[config.mk]
export PLATFORM = sky130hd
export DESIGN_NAME = prefetch_queue
export DESIGN_NICKNAME = d
export VERILOG_FILES = /design/src/rtl/prefetch_queue.sv
export SDC_FILE = /design/constraint.sdc
export NUM_CORES = 1
export LEC_CHECK = 0
export BUFFER_PORTS_ARGS = -buffer_cell sky130_fd_sc_hd__buf_2
export CORE_MARGIN = 5
export CORE_UTILIZATION = 35
export DETAILED_ROUTE_END_ITERATION = 8
export HOLD_SLACK_MARGIN = 0.12
export PLACE_DENSITY_LB_ADDON = 0.12
export SYNTH_ARGS = -nofsm -noshare
export SYNTH_HDL_FRONTEND = slang
export SYNTH_SLANG_ARGS = --single-unit
[constraint.sdc]
create_clock -name clk -period 4.67 [get_ports clk]
set_input_delay 0.2335 -clock clk [delete_from_list [all_inputs] [get_ports clk]]
set_output_delay 0.2335 -clock clk [all_outputs]
set_load 0.005 [all_outputs]
[src/rtl/prefetch_queue.sv]
module prefetch_queue #(
  parameter int AW = 20,
  parameter int BUS_BYTES = 2
) (
  input  logic                   clk,
  input  logic                   rst_n,
  input  logic                   flush_i,
  input  logic [AW-1:0]          flush_addr_i,
  input  logic                   byte_pop_i,
  output logic                   byte_valid_o,
  output logic [7:0]             byte_o,
  output logic                   bus_req_o,
  input  logic                   bus_ack_i,
  output logic [AW-1:0]          bus_addr_o,
  input  logic                   bus_rvalid_i,
  input  logic [8*BUS_BYTES-1:0] bus_rdata_i
);
  localparam int QB = 2*BUS_BYTES + 2;
  localparam int CW = $clog2(QB + 1);
  localparam int IW = $clog2(QB);

  typedef enum logic [1:0] {S_IDLE, S_REQ, S_WAIT} fstate_t;

  fstate_t          state;
  logic             drop;
  logic [7:0]       q [QB];
  logic [IW-1:0]    rd_ix, wr_ix;
  logic [CW-1:0]    cnt, free;
  logic [AW-1:0]    ptr;
  logic [7:0]       lane0, lane1;
  logic [1:0]       nfill;
  logic             start, take, pop;

  function automatic logic [IW-1:0] step_ix(input logic [IW-1:0] ix, input int n);
    int s;
    s = int'(ix) + n;
    if (s >= QB) s = s - QB;
    return IW'(s);
  endfunction

  generate
    if (BUS_BYTES == 2) begin : g_word
      assign bus_addr_o = {ptr[AW-1:1], 1'b0};
      assign lane0      = ptr[0] ? bus_rdata_i[15:8] : bus_rdata_i[7:0];
      assign lane1      = bus_rdata_i[15:8];
      assign nfill      = take ? (ptr[0] ? 2'd1 : 2'd2) : 2'd0;
    end else begin : g_byte
      assign bus_addr_o = ptr;
      assign lane0      = bus_rdata_i[7:0];
      assign lane1      = bus_rdata_i[7:0];
      assign nfill      = take ? 2'd1 : 2'd0;
    end
  endgenerate

  assign free         = CW'(QB) - cnt;
  assign start        = (state == S_IDLE) && !flush_i && (free >= CW'(BUS_BYTES));
  assign take         = (state == S_WAIT) && bus_rvalid_i && !drop && !flush_i;
  assign pop          = byte_pop_i && (cnt != '0) && !flush_i;
  assign bus_req_o    = (state == S_REQ);
  assign byte_valid_o = (cnt != '0);
  assign byte_o       = q[rd_ix];

  always_ff @(posedge clk) begin
    if (take) begin
      q[wr_ix] <= lane0;
      if (nfill == 2'd2) q[step_ix(wr_ix, 1)] <= lane1;
    end
  end

  always_ff @(posedge clk or negedge rst_n) begin
    if (!rst_n) begin
      state <= S_IDLE;
      drop  <= 1'b0;
      cnt   <= '0;
      rd_ix <= '0;
      wr_ix <= '0;
      ptr   <= '0;
    end else if (flush_i) begin
      cnt   <= '0;
      rd_ix <= '0;
      wr_ix <= '0;
      ptr   <= flush_addr_i;
      case (state)
        S_REQ: begin
          state <= bus_ack_i ? S_WAIT : S_IDLE;
          drop  <= bus_ack_i;
        end
        S_WAIT: begin
          state <= bus_rvalid_i ? S_IDLE : S_WAIT;
          drop  <= !bus_rvalid_i;
        end
        default: begin
          state <= S_IDLE;
          drop  <= 1'b0;
        end
      endcase
    end else begin
      case (state)
        S_IDLE:  if (start) state <= S_REQ;
        S_REQ:   if (bus_ack_i) state <= S_WAIT;
        default: if (bus_rvalid_i) begin
          state <= S_IDLE;
          drop  <= 1'b0;
        end
      endcase
      if (take) begin
        wr_ix <= step_ix(wr_ix, int'(nfill));
        ptr   <= ptr + AW'(nfill);
      end
      if (pop) rd_ix <= step_ix(rd_ix, 1);
      cnt <= cnt + CW'(nfill) - CW'(pop);
    end
  end
endmodule


Yosys cells after proc, flatten, opt, wreduce, memory -nomap -nowiden
Memories as Yosys holds them, arrays and structs flattened.
Index checks and enable logic that the tools add are counted.
{"block": "word_totals", "ff_bits": 32, "ramBits": 48, "in_bits": 42, "memories": 1}
{"block": "op_classes", "addsub": 10, "order_cmp": 4, "n_eq_ne": 6, "n_mux": 32, "reduce_logical": 19}
{"memory": "q", "depth": 6, "word_bits": 8, "read_ports": 1, "rd_ports_with_merged_regs": 0, "write_ports": 2, "line_no": "26", "text": "logic [7:0] q [QB];"}
{"op": "$mux 20", "count": 2}
{"op": "$mux 3", "count": 10}
{"op": "$add 20x2->20", "count": 1}
{"op": "$mux 2", "count": 8}
{"op": "$ge 4x3->1 const B", "count": 3}
{"op": "$sub 3x3->3 const B", "count": 3}
{"op": "$add 3x1->4 const B", "count": 2}
{"op": "$mux 1", "count": 8}
{"op": "$mux 8", "count": 1}
{"op": "$pmux 2 s2", "count": 2}
{"op": "$logic_and 1x1->1", "count": 7}
{"op": "$reduce_bool 2->1", "count": 3}
{"op": "$add 3x2->4", "count": 1}
{"op": "$eq 2x2->1 const B", "count": 2}
{"op": "$reduce_bool 4->1", "count": 1}
{"op": "$add 3x2->3", "count": 1}
{"op": "$ge 3x2->1 const B", "count": 1}
{"op": "$logic_not 1->1", "count": 3}
{"op": "$ne 3x2->1 const B", "count": 1}
{"op": "$ne 3x3->1 const B", "count": 1}
{"op": "$reduce_and 3->1", "count": 1}
{"op": "$reduce_bool 3->1", "count": 1}
{"op": "$sub 3x1->3", "count": 1}
{"op": "$sub 3x3->3 const A", "count": 1}
{"op": "6 further kinds", "count": 6}

Longest topological paths before layout
Gate-level depths: netlist of the first run.
{"block": "depth", "word_depth": 10, "ltp_mapped": 13}

Worst setup path after synthesis of the first run
No wires, ideal clock.
{"block": "synth_path", "path_kind": "flip-flop to flip-flop", "start": "reg wr_ix[1]", "end": "mem q[5][0] (enable)", "setup_ns": 0.387, "arrival_time_ns": 2.688, "required_ns": 4.283, "slack_ns": 1.595, "path_stages_with_launch": 10, "path_buffers": 3, "synth_period_minus_slack_ns": 3.075, "path_cell_list": "dfrtp_1 -> clkbuf_1 -> inv_1 -> ha_1 -> buf_2 -> nor3b_1 -> a22oi_1 -> and2_1 -> buf_2 -> o31ai_1"}
{"item": "start, declared", "line_no": "27", "text": "logic [IW-1:0] rd_ix, wr_ix;"}
{"item": "start signal, assigned", "line_no": "107", "text": "wr_ix <= step_ix(wr_ix, int'(nfill));"}
{"item": "end, declared", "line_no": "26"}

==> impl_metrics.py, run 1 <==
metrics = {
    "outcome": {
        "status": "complete, no violations",
    },
    "sta": {
        "max_slew_margin_pct": 39.43,
        "rsz0062_at_grt": "false",
        "setup_tns_ns": 0,
        "setup_viol": 0,
        "hold_violations": 0,
        "worst_slack_ns": 1.121,
        "fmax_ghz": 0.2818,
        "fin_crit_sh_pct": 75.99,
        "fin_crit_ns": 3.549,
        "slew_viol_final": 0,
        "finClkSkew_ns": 0.007801,
        "tightest_slew_ns": 0.9086,
    },
    "synthesis": {
        "syn-num-nets": 563,
        "yosysTopAreaCell": "edfxtp_1",
        "synth_area_leaders": "edfxtp_1 (28%), dfrtp_1 (15%), mux2_2 (7.1%)",
        "synth_common_cells": "edfxtp_1 (48), nand2_1 (42), mux2_2 (33)",
        "synthArstFlopShare_pct": 40.00,
        "synth_top_area_share_pct": 27.54,
        "synth_compound_area_share_pct": 14.99,
        "synthCells": 505,
        "synth_simple_gate_area_share_pct": 15.44,
        "ys.flop_type": "edfxtp_1",
        "yosys_warnings": 0,
        "synth_xor_area_share_pct": 3.514,
        "synthMuxAreaShare_pct": 12.46,
        "synth_top_family_by_area": "simple AND/OR/NAND/NOR gates",
        "syn-cell-area_sq_um": 5234,
        "yosysMostFrequentCell": "edfxtp_1",
        "yosysSeqAreaShare_pct": 42.84,
        "synth.distinct_cells": 64,
        "synth_enable_flop_cells": 48,
        "ys_seq_elements": 80,
        "syn_area_per_cell_sq_um": 10.36,
        "synth_fa_ha_area_share_pct": 3.968,
    },
    "hold_path": {
        "hold_start": "flush_addr_i[16]",
        "hp-class": "in -> reg",
        "whs_path_depth": 3,
        "hold_end": "ptr[16]",
    },
    "place": {
        "post_dp_cell_area_sq_um": 5594,
        "portBuffers": 70,
        "dpl.hpwl_microns": 9920,
        "place.gp.congestion": 0.8293,
        "place_ws_ns": 1.196,
    },
    "global_route": {
        "antenna_found_initial": 0,
        "grt_max_degree": 40,
        "gr-total-overflow": 0,
        "grt_first_pass_wirelength_microns": 22750,
        "grt_pass1_vias": 4155,
        "grtUsageTotal_pct": 16.39,
    },
    "clock_network": {
        "clockBufferDepth": 2,
        "tritoncts": "yes",
        "clk_root_buffer_cell": "clkbuf_16",
        "clkLatencyLatePin_ns": 0.35,
        "htree_num_levels": 3,
        "numCtsBuffers": 9,
        "path_clk_slew_ns": 0.06,
        "cts_sinks": 80,
    },
    "routing": {
        "routedLengthMet1_microns": 6228,
        "drt_first_pass_iters": 5,
        "wl_met3_microns": 701,
        "vias": 4077,
        "routed_via_density": 5.495,
        "detail-route-antenna-nets": 0,
        "route.met2.wl_microns": 7021,
        "wl_per_cell_microns": 19.05,
        "drc": 0,
        "wirelength_microns": 14130,
        "highest-signal-layer": "met4",
        "drt-initial-drc-count": 349,
    },
    "setup_path": {
        "worstPathRequired_ns": 4.66,
        "r2r_cells": 6,
        "end_kind": "flop",
        "setup.worst_path.start": "wr_ix[1]",
        "crit_fanout": 18,
        "reg2reg_slack_ns": 1.12,
        "worst_ep_arrival_time_ns": 3.53,
        "r2r_end": "q[4][4]",
        "worstSetupPathType": "reg -> reg",
        "r2r-start": "wr_ix[1]",
        "crit_path_start_kind": "flop",
    },
    "power": {
        "powerDensity_nw_per_um2": 385.9,
        "max-vdd-ir-drop_v": 0.0002194,
        "leakage_nw": 2.239,
    },
    "final_layout": {
        "stdcell_area_sq_um": 6056,
        "antenna_cells": 0,
        "area_growth_syn_to_layout_pct": 15.71,
        "layout.nets": 611,
        "fill_cells": 1411,
        "layout-drive-gt1-share_pct": 26.70,
    },
    "die": {
        "rows": 44,
        "io_pins": 72,
        "die_w_microns": 132.3,
        "core-area_sq_um": 14590,
        "floorplan.initialDensity_pct": 35.87,
        "die_area_sq_um": 17500,
        "fp.dieH_microns": 132.3,
    },
    "job": {
        "maxCapViolCount": 0,
    },
}
-- final cells by class --
type	count	area, sq um	area share, %
inverter	15	56.30	0.9298
clock inverter	7	96.34	1.591
clock buffer	9	225.2	3.719
timing repair buffer	92	550.5	9.091
multi-input combinational	355	2655	43.84
tap	184	230.2	3.802
sequential	80	2242	37.02
-- worst max path at each step --
stage / to / slack (ns) / depth (start not counted)
after floorplan: q[5][0] / 1.60 / 9
after global placement: q[4][4] / 1.33 / 6
after detailed placement: q[4][4] / 1.20 / 6
after CTS: q[4][7] / 1.18 / 6
after global routing: q[4][7] / 0.87 / 6
final: q[4][4] / 1.12 / 6
-- sequential cells by signal, indices dropped and copies added (netlist names) --
register  count
rd_ix         3
ptr          20
q            48
cnt           3
state         2
wr_ix         3
drop          1
-- metrics by stage --
stage / cells / utilization, % / power (mW) / hold slack [ns]
6_report: 742 / 41.51 / 2.337 / 0.1421
4_1_cts: 742 / 41.51 / 2.367 / 0.1302
3_3_place_gp: 712 / 38.34 / 1.576 / 0.3649
2_1_floorplan: 505 / - / 1.398 / -0.06209
5_1_grt: 742 / 41.51 / 2.485 / 0.1475
3_5_place_dp: 712 / 38.34 / 1.591 / 0.3697
-- repair_timing --
item,CTS,global route
buffers inserted,0,0
hold endpoints to repair,45,0
hold buffers,14,0
setup endpoints to repair,0,0
resized for setup,0,0
-- report_power, final --
group,switching (mW),leakage [nW],total (mW),internal (mW)
sequential,0.0975,0.829,0.916,0.818
clock,0.293,0.149,0.761,0.468
combinational,0.350,1.26,0.660,0.311
total,0.740,2.24,2.34,1.60
-- layer usage --
| layer | vias up | track usage (%) |
|---|---|---|
| li1 | 1974 | - |
| met1 | 1993 | 21.00 |
| met2 | 95 | 27.40 |
| met3 | 15 | 4.046 |
| met4 | 0 | 4.977 |
| met5 | - | 0 |
-- cells in the final DEF, fill, tap and decap left out, types with 3 or more instances in the layout --
cell | synthesis | routed
nand2b_1 | 4 | 4
mux2i_1 | 10 | 10
nand2_1 | 42 | 42
o31ai_1 | 9 | 9
xor2_1 | 8 | 8
a31o_2 | 3 | 3
o21ai_0 | 17 | 17
a22oi_1 | 19 | 19
dfrtp_1 | 32 | 32
o2111ai_1 | 3 | 3
nor4_1 | 4 | 4
ha_1 | 15 | 15
xnor2_1 | 13 | 13
nor2_1 | 27 | 27
clkbuf_16 | 0 | 9
and2_1 | 4 | 4
nand4b_1 | 3 | 3
dlygate4sd3_1 | 0 | 14
nor3_1 | 3 | 3
o211ai_1 | 19 | 19
buf_4 | 20 | 8
mux2_2 | 33 | 33
edfxtp_1 | 48 | 48
buf_2 | 11 | 70
nand4_1 | 4 | 4
nor2b_1 | 10 | 10
a31oi_1 | 7 | 7
nand3_1 | 25 | 25
mux4_2 | 8 | 8
or4_1 | 6 | 6
a21oi_1 | 16 | 16
inv_1 | 14 | 14
-- critical path, cell delays in order (launching register included) --
cell and delay (ns):
dfrtp_1 0.65, inv_1 0.20, ha_1 0.49, and4b_1 0.23
a22oi_1 0.57, and2_1 0.62, o22ai_1 0.42
-- cells by family (layout without fill, tap and decap cells) --
family / Yosys count / in the layout
adders and majority gates: 16 / 16
buffers and inverters: 70 / 123
muxes: 51 / 51
DFF: 80 / 80
other: 1 / 1
and+or+nand+nor: 153 / 153
xor gates and xnor gates: 21 / 21
AOI/OAI and AO/OA: 113 / 113
Power figures use the tool's default switching activity.
==> run 2, diff against run 1 <==
--- a/config.mk
+++ b/config.mk
@@ -5,6 +5,7 @@
 export SDC_FILE = /design/constraint.sdc
 export NUM_CORES = 1
 export LEC_CHECK = 0
+export ABC_AREA = 1
 export BUFFER_PORTS_ARGS = -buffer_cell sky130_fd_sc_hd__buf_2
 export CORE_MARGIN = 5
 export CORE_UTILIZATION = 35
==> constraint.sdc (replaced) <==
create_clock -name clk -period 3.1 [get_ports clk]
set_input_delay 0.155 -clock clk [delete_from_list [all_inputs] [get_ports clk]]
set_output_delay 0.155 -clock clk [all_outputs]
set_load 0.005 [all_outputs]
==> run 2 against run 1 <==
Global-route usage about the same. Total power grew 43%. Utilization rose by 0.43 points. Flip-flop and latch count did not move. Cell area rose by 1.0%. Combinational power up 49%. Sequential power grew 45%. Sequential share of layout area is 0.38 points lower. Count of clock-buffer cells in the layout is the same. Highest routed layer unchanged. Synthesized cell count rose by 30%. Critical endpoint is now q[0][5]. Fmax increased by 29%.
==> impl_metrics.py, run 2 <==
metrics = {
    "hold_path": {
        "hp-class": "in -> reg",
        "hold_start": "flush_addr_i[10]",
    },
    "sta": {
        "slew_viol_final": 0,
        "rsz0062_at_grt": "false",
        "fmax_ghz": 0.3646,
        "max_slew_margin_pct": 17.00,
        "tightest_slew_ns": 1.232,
        "setup_tns_ns": 0,
        "worst_slack_ns": 0.3571,
        "fin_crit_ns": 2.743,
        "setup_viol": 0,
        "finClkSkew_ns": 0.01636,
        "fin_crit_sh_pct": 88.48,
        "hold_violations": 0,
    },
    "clock_network": {
        "htree_num_levels": 3,
        "clk_root_buffer_cell": "clkbuf_16",
        "numCtsBuffers": 9,
        "tritoncts": "yes",
        "cts_sinks": 80,
        "clockBufferDepth": 2,
        "postCtsSetupRepairBufs": 0,
        "path_clk_slew_ns": 0.07,
        "clkLatencyLatePin_ns": 0.35,
    },
    "die": {
        "die_area_sq_um": 17500,
        "fp.dieH_microns": 132.3,
        "die_w_microns": 132.3,
        "rows": 44,
        "io_pins": 72,
        "core-area_sq_um": 14590,
        "floorplan.initialDensity_pct": 35.87,
    },
    "synthesis": {
        "yosysTopAreaCell": "edfxtp_1",
        "syn_area_per_cell_sq_um": 7.954,
        "synth_enable_flop_cells": 48,
        "synth_top_area_share_pct": 27.54,
        "synthArstFlopShare_pct": 40.00,
        "synth_area_leaders": "edfxtp_1 (28%), nand2_1 (16%), dfrtp_1 (15%)",
        "synth_compound_area_share_pct": 11.33,
        "yosysMostFrequentCell": "nand2_1",
        "synth_fa_ha_area_share_pct": 3.968,
        "synth.distinct_cells": 44,
        "synthMuxAreaShare_pct": 0,
        "synthCells": 658,
        "synth_simple_gate_area_share_pct": 29.86,
        "synth_top_family_by_area": "simple AND/OR/NAND/NOR gates",
        "syn-cell-area_sq_um": 5234,
        "ys_seq_elements": 80,
        "syn-num-nets": 716,
        "yosys_warnings": 0,
        "synth_xor_area_share_pct": 2.367,
        "yosysSeqAreaShare_pct": 42.84,
        "synth_common_cells": "nand2_1 (223), nand3_1 (62), inv_1 (55)",
        "ys.flop_type": "edfxtp_1",
    },
    "routing": {
        "detail-route-antenna-nets": 0,
        "vias": 4577,
        "drt-initial-drc-count": 367,
        "routed_via_density": 4.997,
        "wirelength_microns": 14390,
        "drt_first_pass_iters": 5,
        "wl_per_cell_microns": 15.71,
        "drc": 0,
    },
    "final_layout": {
        "fill_cells": 1466,
        "top_register": "q",
        "area_growth_syn_to_layout_pct": 16.90,
        "layout_commonest_cell": "nand2_1",
        "antenna_cells": 0,
        "final_cells": 916,
        "postLayoutCoreUtil_pct": 41.94,
        "layout.nets": 785,
        "largest_reg_flops": 48,
        "final_cell_mix": "nand2_1 (223), buf_2 (70), nand3_1 (62)",
        "layout-drive-gt1-share_pct": 18.31,
        "largest_registers": "q x48, ptr x20",
    },
    "place": {
        "dpl.cell_count": 881,
        "portBuffers": 70,
        "place.gp.congestion": 0.8324,
        "dpl.hpwl_microns": 10740,
        "place_ws_ns": 0.4165,
    },
    "setup_path": {
        "worstPathRequired_ns": 3.06,
        "critPathSlowestCell": "o21ai_0",
        "r2r-start": "wr_ix[1]",
        "setup.worst_path.start": "wr_ix[1]",
        "end_kind": "flop",
        "crit_path_start_kind": "flop",
        "crit_family": "simple AND/OR/NAND/NOR gates",
        "cp_num_buf_inv": 2,
        "crit_fanout": 18,
        "worstSetupPathType": "reg -> reg",
        "worst_ep_arrival_time_ns": 2.70,
        "path_cells": "inv_1, ha_1, inv_1, o21ai_2, nand2_1, nand2_1, nand2_4, nor2_8, nand2_2, o21ai_0",
        "slowest_delay_ns": 0.48,
    },
    "power": {
        "finalPower_mw": 3.345,
        "power.internal_mw": 2.168,
        "powerDensity_nw_per_um2": 546.6,
        "power_frac_seq_pct": 39.7,
        "pwr-share-comb_pct": 29.4,
        "p_sw_share_pct": 35.18,
        "max-vdd-ir-drop_v": 0.0003225,
        "clkPwrFrac_pct": 30.9,
        "p_sw_mw": 1.177,
        "leakage_nw": 2.830,
    },
    "global_route": {
        "antenna_found_initial": 0,
        "gr-total-overflow": 0,
        "grt_max_degree": 33,
        "grt_first_pass_wirelength_microns": 22980,
        "grt_pass1_vias": 4354,
        "grtUsageTotal_pct": 16.35,
    },
    "job": {
        "maxCapViolCount": 0,
    },
    "outcome": {
        "status": "complete, no violations",
    },
}
run 2: cell types whose count changed in the layout (fill, tap and decap cells not counted), moves of 16 or more:
cell / before / now
inv_1: 14 / 55
a22oi_1: 19 / 1
nand3_1: 25 / 62
o211ai_1: 19 / 3
mux2_2: 33 / 0
o21ai_0: 17 / 35
nand2_1: 42 / 223
run 2: power groups by stage:
stage                     sequential (mW)  combinational [mW]  clock, mW
final                                1.33               0.984       1.03
after global routing                 1.34                1.12       1.10
after CTS                            1.33                1.00       1.05
after detailed placement             1.35               0.978          0
after global placement               1.35               0.959          0
after floorplan                      1.32               0.671          0
run 2: per-stage QoR:
step / hold slack [ns] / cell area [sq um]
2_1_floorplan: -0.1406 / 5234
3_3_place_gp: 0.2830 / 5648
3_5_place_dp: 0.2876 / 5648
4_1_cts: 0.1350 / 6118
5_1_grt: 0.1672 / 6118
6_report: 0.1416 / 6118
run 2: worst paths after layout:
kind                       endpoint  slack (ns)  cells after the start
min reg2reg                state[0]        0.53                      2
min                         ptr[10]        0.14                      4
max reg2reg                 q[0][5]        0.36                     10
max                         q[0][5]        0.36                     10
max in group asynchronous    cnt[2]        2.16                      2
min in group asynchronous   ptr[19]        0.43                      2
run 2: logic make-up after synthesis:
| group | Yosys count |
|---|---|
| and+or+nand+nor | 351 |
| buffers and inverters | 103 |
| adders and majority gates | 16 |
| DFF | 80 |
| other | 1 |
| xor gates and xnor gates | 12 |
| AOI/OAI and AO/OA | 95 |
run 2: worst register-to-register path, cell delays in order, from the launching register on:
cell and delay, ns:
dfrtp_1 0.41, inv_1 0.16, ha_1 0.36, inv_1 0.09
o21ai_2 0.14, nand2_1 0.07, nand2_1 0.10, nand2_4 0.12
nor2_8 0.25, nand2_2 0.17, o21ai_0 0.48
run 2: final cells by class:
class	count	area, sq um	area share, %
multi-input cells	475	2506	40.96
inverters	59	221.5	3.620
flip-flops and latches	80	2242	36.65
repair buffers	102	638.1	10.43
clock buffers	9	225.2	3.681
clock inverters	7	55.05	0.8998
well taps	184	230.2	3.763
run 2: timing repair:
item | CTS | global route
endpoints found under the hold margin | 50 | 0
hold buffers | 19 | 0
gates resized for setup | 0 | 0
run 2: metal layers:
layer	GRT usage (%)	share of wire (%)	up-vias
met1	22.99	47	2114
met2	25.32	46	131
met3	3.626	5.4	21
li1	-	-	2311
met5	0	0	-
met4	4.808	1.4	0
==> run 3, diff against run 2 <==
--- a/config.mk
+++ b/config.mk
@@ -7,8 +7,10 @@
 export LEC_CHECK = 0
 export ABC_AREA = 1
 export BUFFER_PORTS_ARGS = -buffer_cell sky130_fd_sc_hd__buf_2
+export CAP_MARGIN = 10
 export CORE_MARGIN = 5
 export CORE_UTILIZATION = 35
+export CTS_BUF_LIST = sky130_fd_sc_hd__clkbuf_16
 export DETAILED_ROUTE_END_ITERATION = 8
 export HOLD_SLACK_MARGIN = 0.12
 export PLACE_DENSITY_LB_ADDON = 0.12
==> run 3 against run 2 <==
Critical path depth is the same. Setup slack improved by 0.042 ns. Count of clock-buffer cells in the layout unchanged. First-iteration DRC count fell by 4.1%. Via count decreased by 0.13%. Clock skew is 0.0014 ns lower. Final cell count up 0.11%. Non-clock buffer count grew 1. Die area unchanged. Combinational power barely moved. Critical endpoint is now q[1][3]. Highest routed layer unchanged.
==> impl_metrics.py, run 3 (same netlist as run 2, synthesis figures left out) <==
metrics = {
    "outcome": {
        "status": "complete, no violations",
    },
    "setup_path": {
        "reg2reg_slack_ns": 0.40,
        "worst_ep_arrival_time_ns": 2.66,
        "crit_fanout": 18,
        "crit_family": "simple AND/OR/NAND/NOR gates",
        "crit_path_start_kind": "flop",
        "cp_num_buf_inv": 2,
        "slowest_delay_ns": 0.46,
        "worstPathRequired_ns": 3.06,
        "critPathSlowestCell": "o21ai_0",
        "worstSetupPathType": "reg -> reg",
        "end_kind": "flop",
        "path_cells": "inv_1, ha_1, inv_1, o21ai_2, nand2_1, nand2_1, nand2_4, nor2_8, nand2_2, o21ai_0",
    },
    "sta": {
        "setup_viol": 0,
        "fin_crit_ns": 2.701,
        "rsz0062_at_grt": "false",
        "hold_violations": 0,
        "max_slew_margin_pct": 23.71,
        "tightest_slew_ns": 1.132,
        "holdWs_ns": 0.1399,
        "fin_crit_sh_pct": 87.12,
        "finClkSkew_ns": 0.01494,
        "fmax_ghz": 0.3703,
        "setup_tns_ns": 0,
        "slew_viol_final": 0,
    },
    "routing": {
        "routed_via_density": 4.985,
        "vias": 4571,
        "drt_first_pass_iters": 5,
        "drc": 0,
        "detail-route-antenna-nets": 0,
        "drt-initial-drc-count": 352,
        "wirelength_microns": 14380,
        "wl_per_cell_microns": 15.68,
    },
    "power": {
        "p_sw_mw": 1.175,
        "max-vdd-ir-drop_v": 0.0003247,
        "finalPower_mw": 3.343,
        "p_sw_share_pct": 35.15,
        "pwr-share-comb_pct": 29.5,
        "powerDensity_nw_per_um2": 545.6,
        "clkPwrFrac_pct": 30.8,
        "power_frac_seq_pct": 39.7,
        "leakage_nw": 2.835,
        "power.internal_mw": 2.168,
    },
    "clock_network": {
        "cts_resized": 0,
        "clkLatencyLatePin_ns": 0.35,
        "postCtsSetupRepairBufs": 0,
        "numCtsBuffers": 9,
        "cts_sinks": 80,
        "htree_num_levels": 3,
        "tritoncts": "yes",
        "path_clk_slew_ns": 0.07,
        "clockBufferDepth": 2,
        "clk_root_buffer_cell": "clkbuf_16",
    },
    "final_layout": {
        "largest_reg_flops": 48,
        "regArea_sq_um": 2242,
        "layout-drive-gt1-share_pct": 18.42,
        "largest_registers": "q x48, ptr x20",
        "area_growth_syn_to_layout_pct": 17.05,
        "stdcell_area_sq_um": 6126,
        "layout.nets": 786,
        "layout_commonest_cell": "nand2_1",
        "fill_cells": 1464,
        "final_cell_mix": "nand2_1 (223), buf_2 (70), nand3_1 (62)",
        "final_cells": 917,
        "top_register": "q",
        "antenna_cells": 0,
        "multi_input_area_sq_um": 2506,
    },
    "place": {
        "dpl.cell_count": 881,
        "dpl.hpwl_microns": 10740,
        "place.gp.congestion": 0.8324,
        "portBuffers": 70,
        "post_dp_cell_area_sq_um": 5648,
    },
    "global_route": {
        "grtUsageTotal_pct": 16.35,
        "grt_max_degree": 33,
        "antenna_found_initial": 0,
        "grt_first_pass_wirelength_microns": 22980,
        "grt_pass1_vias": 4354,
        "gr-total-overflow": 0,
    },
    "die": {
        "rows": 44,
        "die_area_sq_um": 17500,
        "core-area_sq_um": 14590,
        "io_pins": 72,
        "fp.dieH_microns": 132.3,
        "floorplan.initialDensity_pct": 35.87,
        "die_w_microns": 132.3,
    },
    "job": {
        "maxCapViolCount": 0,
    },
    "hold_path": {
        "hp-class": "in -> reg",
    },
}
## run 3: power groups by stage
stage	Combinational, mW	Sequential, mW	Clock, mW
3_5_place_dp	0.978	1.35	0
6_report	0.985	1.33	1.03
2_1_floorplan	0.671	1.32	0
3_3_place_gp	0.959	1.35	0
5_1_grt	1.12	1.34	1.10
4_1_cts	1.00	1.33	1.05
## run 3: per-layer routing
layer	GRT usage (%)	wire [microns]
met1	22.99	6926
met2	25.32	6601
met3	3.626	629
met4	4.808	221
met5	0	0
## run 3: worst reg2reg max path, cell delays in order, from the launching register on
cell and delay [ns]:
dfrtp_1 0.41, inv_1 0.16, ha_1 0.36, inv_1 0.09, o21ai_2 0.13, nand2_1 0.07
nand2_1 0.10, nand2_4 0.12, nor2_8 0.25, nand2_2 0.17, o21ai_0 0.46
## run 3: cell type report
cell class	instances	area share, %
sequential	80	36.60
multi-input combinational	475	40.91
clock buffer	9	3.676
inverter	59	3.615
timing repair buffer	103	10.54
tap	184	3.758
clock inverter	7	0.8987
## run 3: stage by stage
stage | worst slack, ns | utilization, %
after floorplan | 0.5982 | -
after global placement | 0.5186 | 38.71
after detailed placement | 0.4165 | 38.71
after CTS | 0.4078 | 41.94
after global routing | 0.2072 | 41.99
final | 0.3992 | 41.99
## run 3: worst paths after layout
check                                 start        to  depth (start not counted)
setup / recovery                   wr_ix[1]   q[1][3]                         10
hold / removal             flush_addr_i[10]   ptr[10]                          4
setup reg to reg                   wr_ix[1]   q[1][3]                         10
hold reg to reg                    state[0]  state[0]                          2
max in group asynchronous             rst_n    cnt[2]                          2
min in group asynchronous             rst_n   ptr[19]                          2
## run 3: what timing repair did
item                                    in CTS  in global routing
hold buffers                                19                  0
endpoints found under the hold margin       50                  0
endpoints found under the setup margin       0                  0
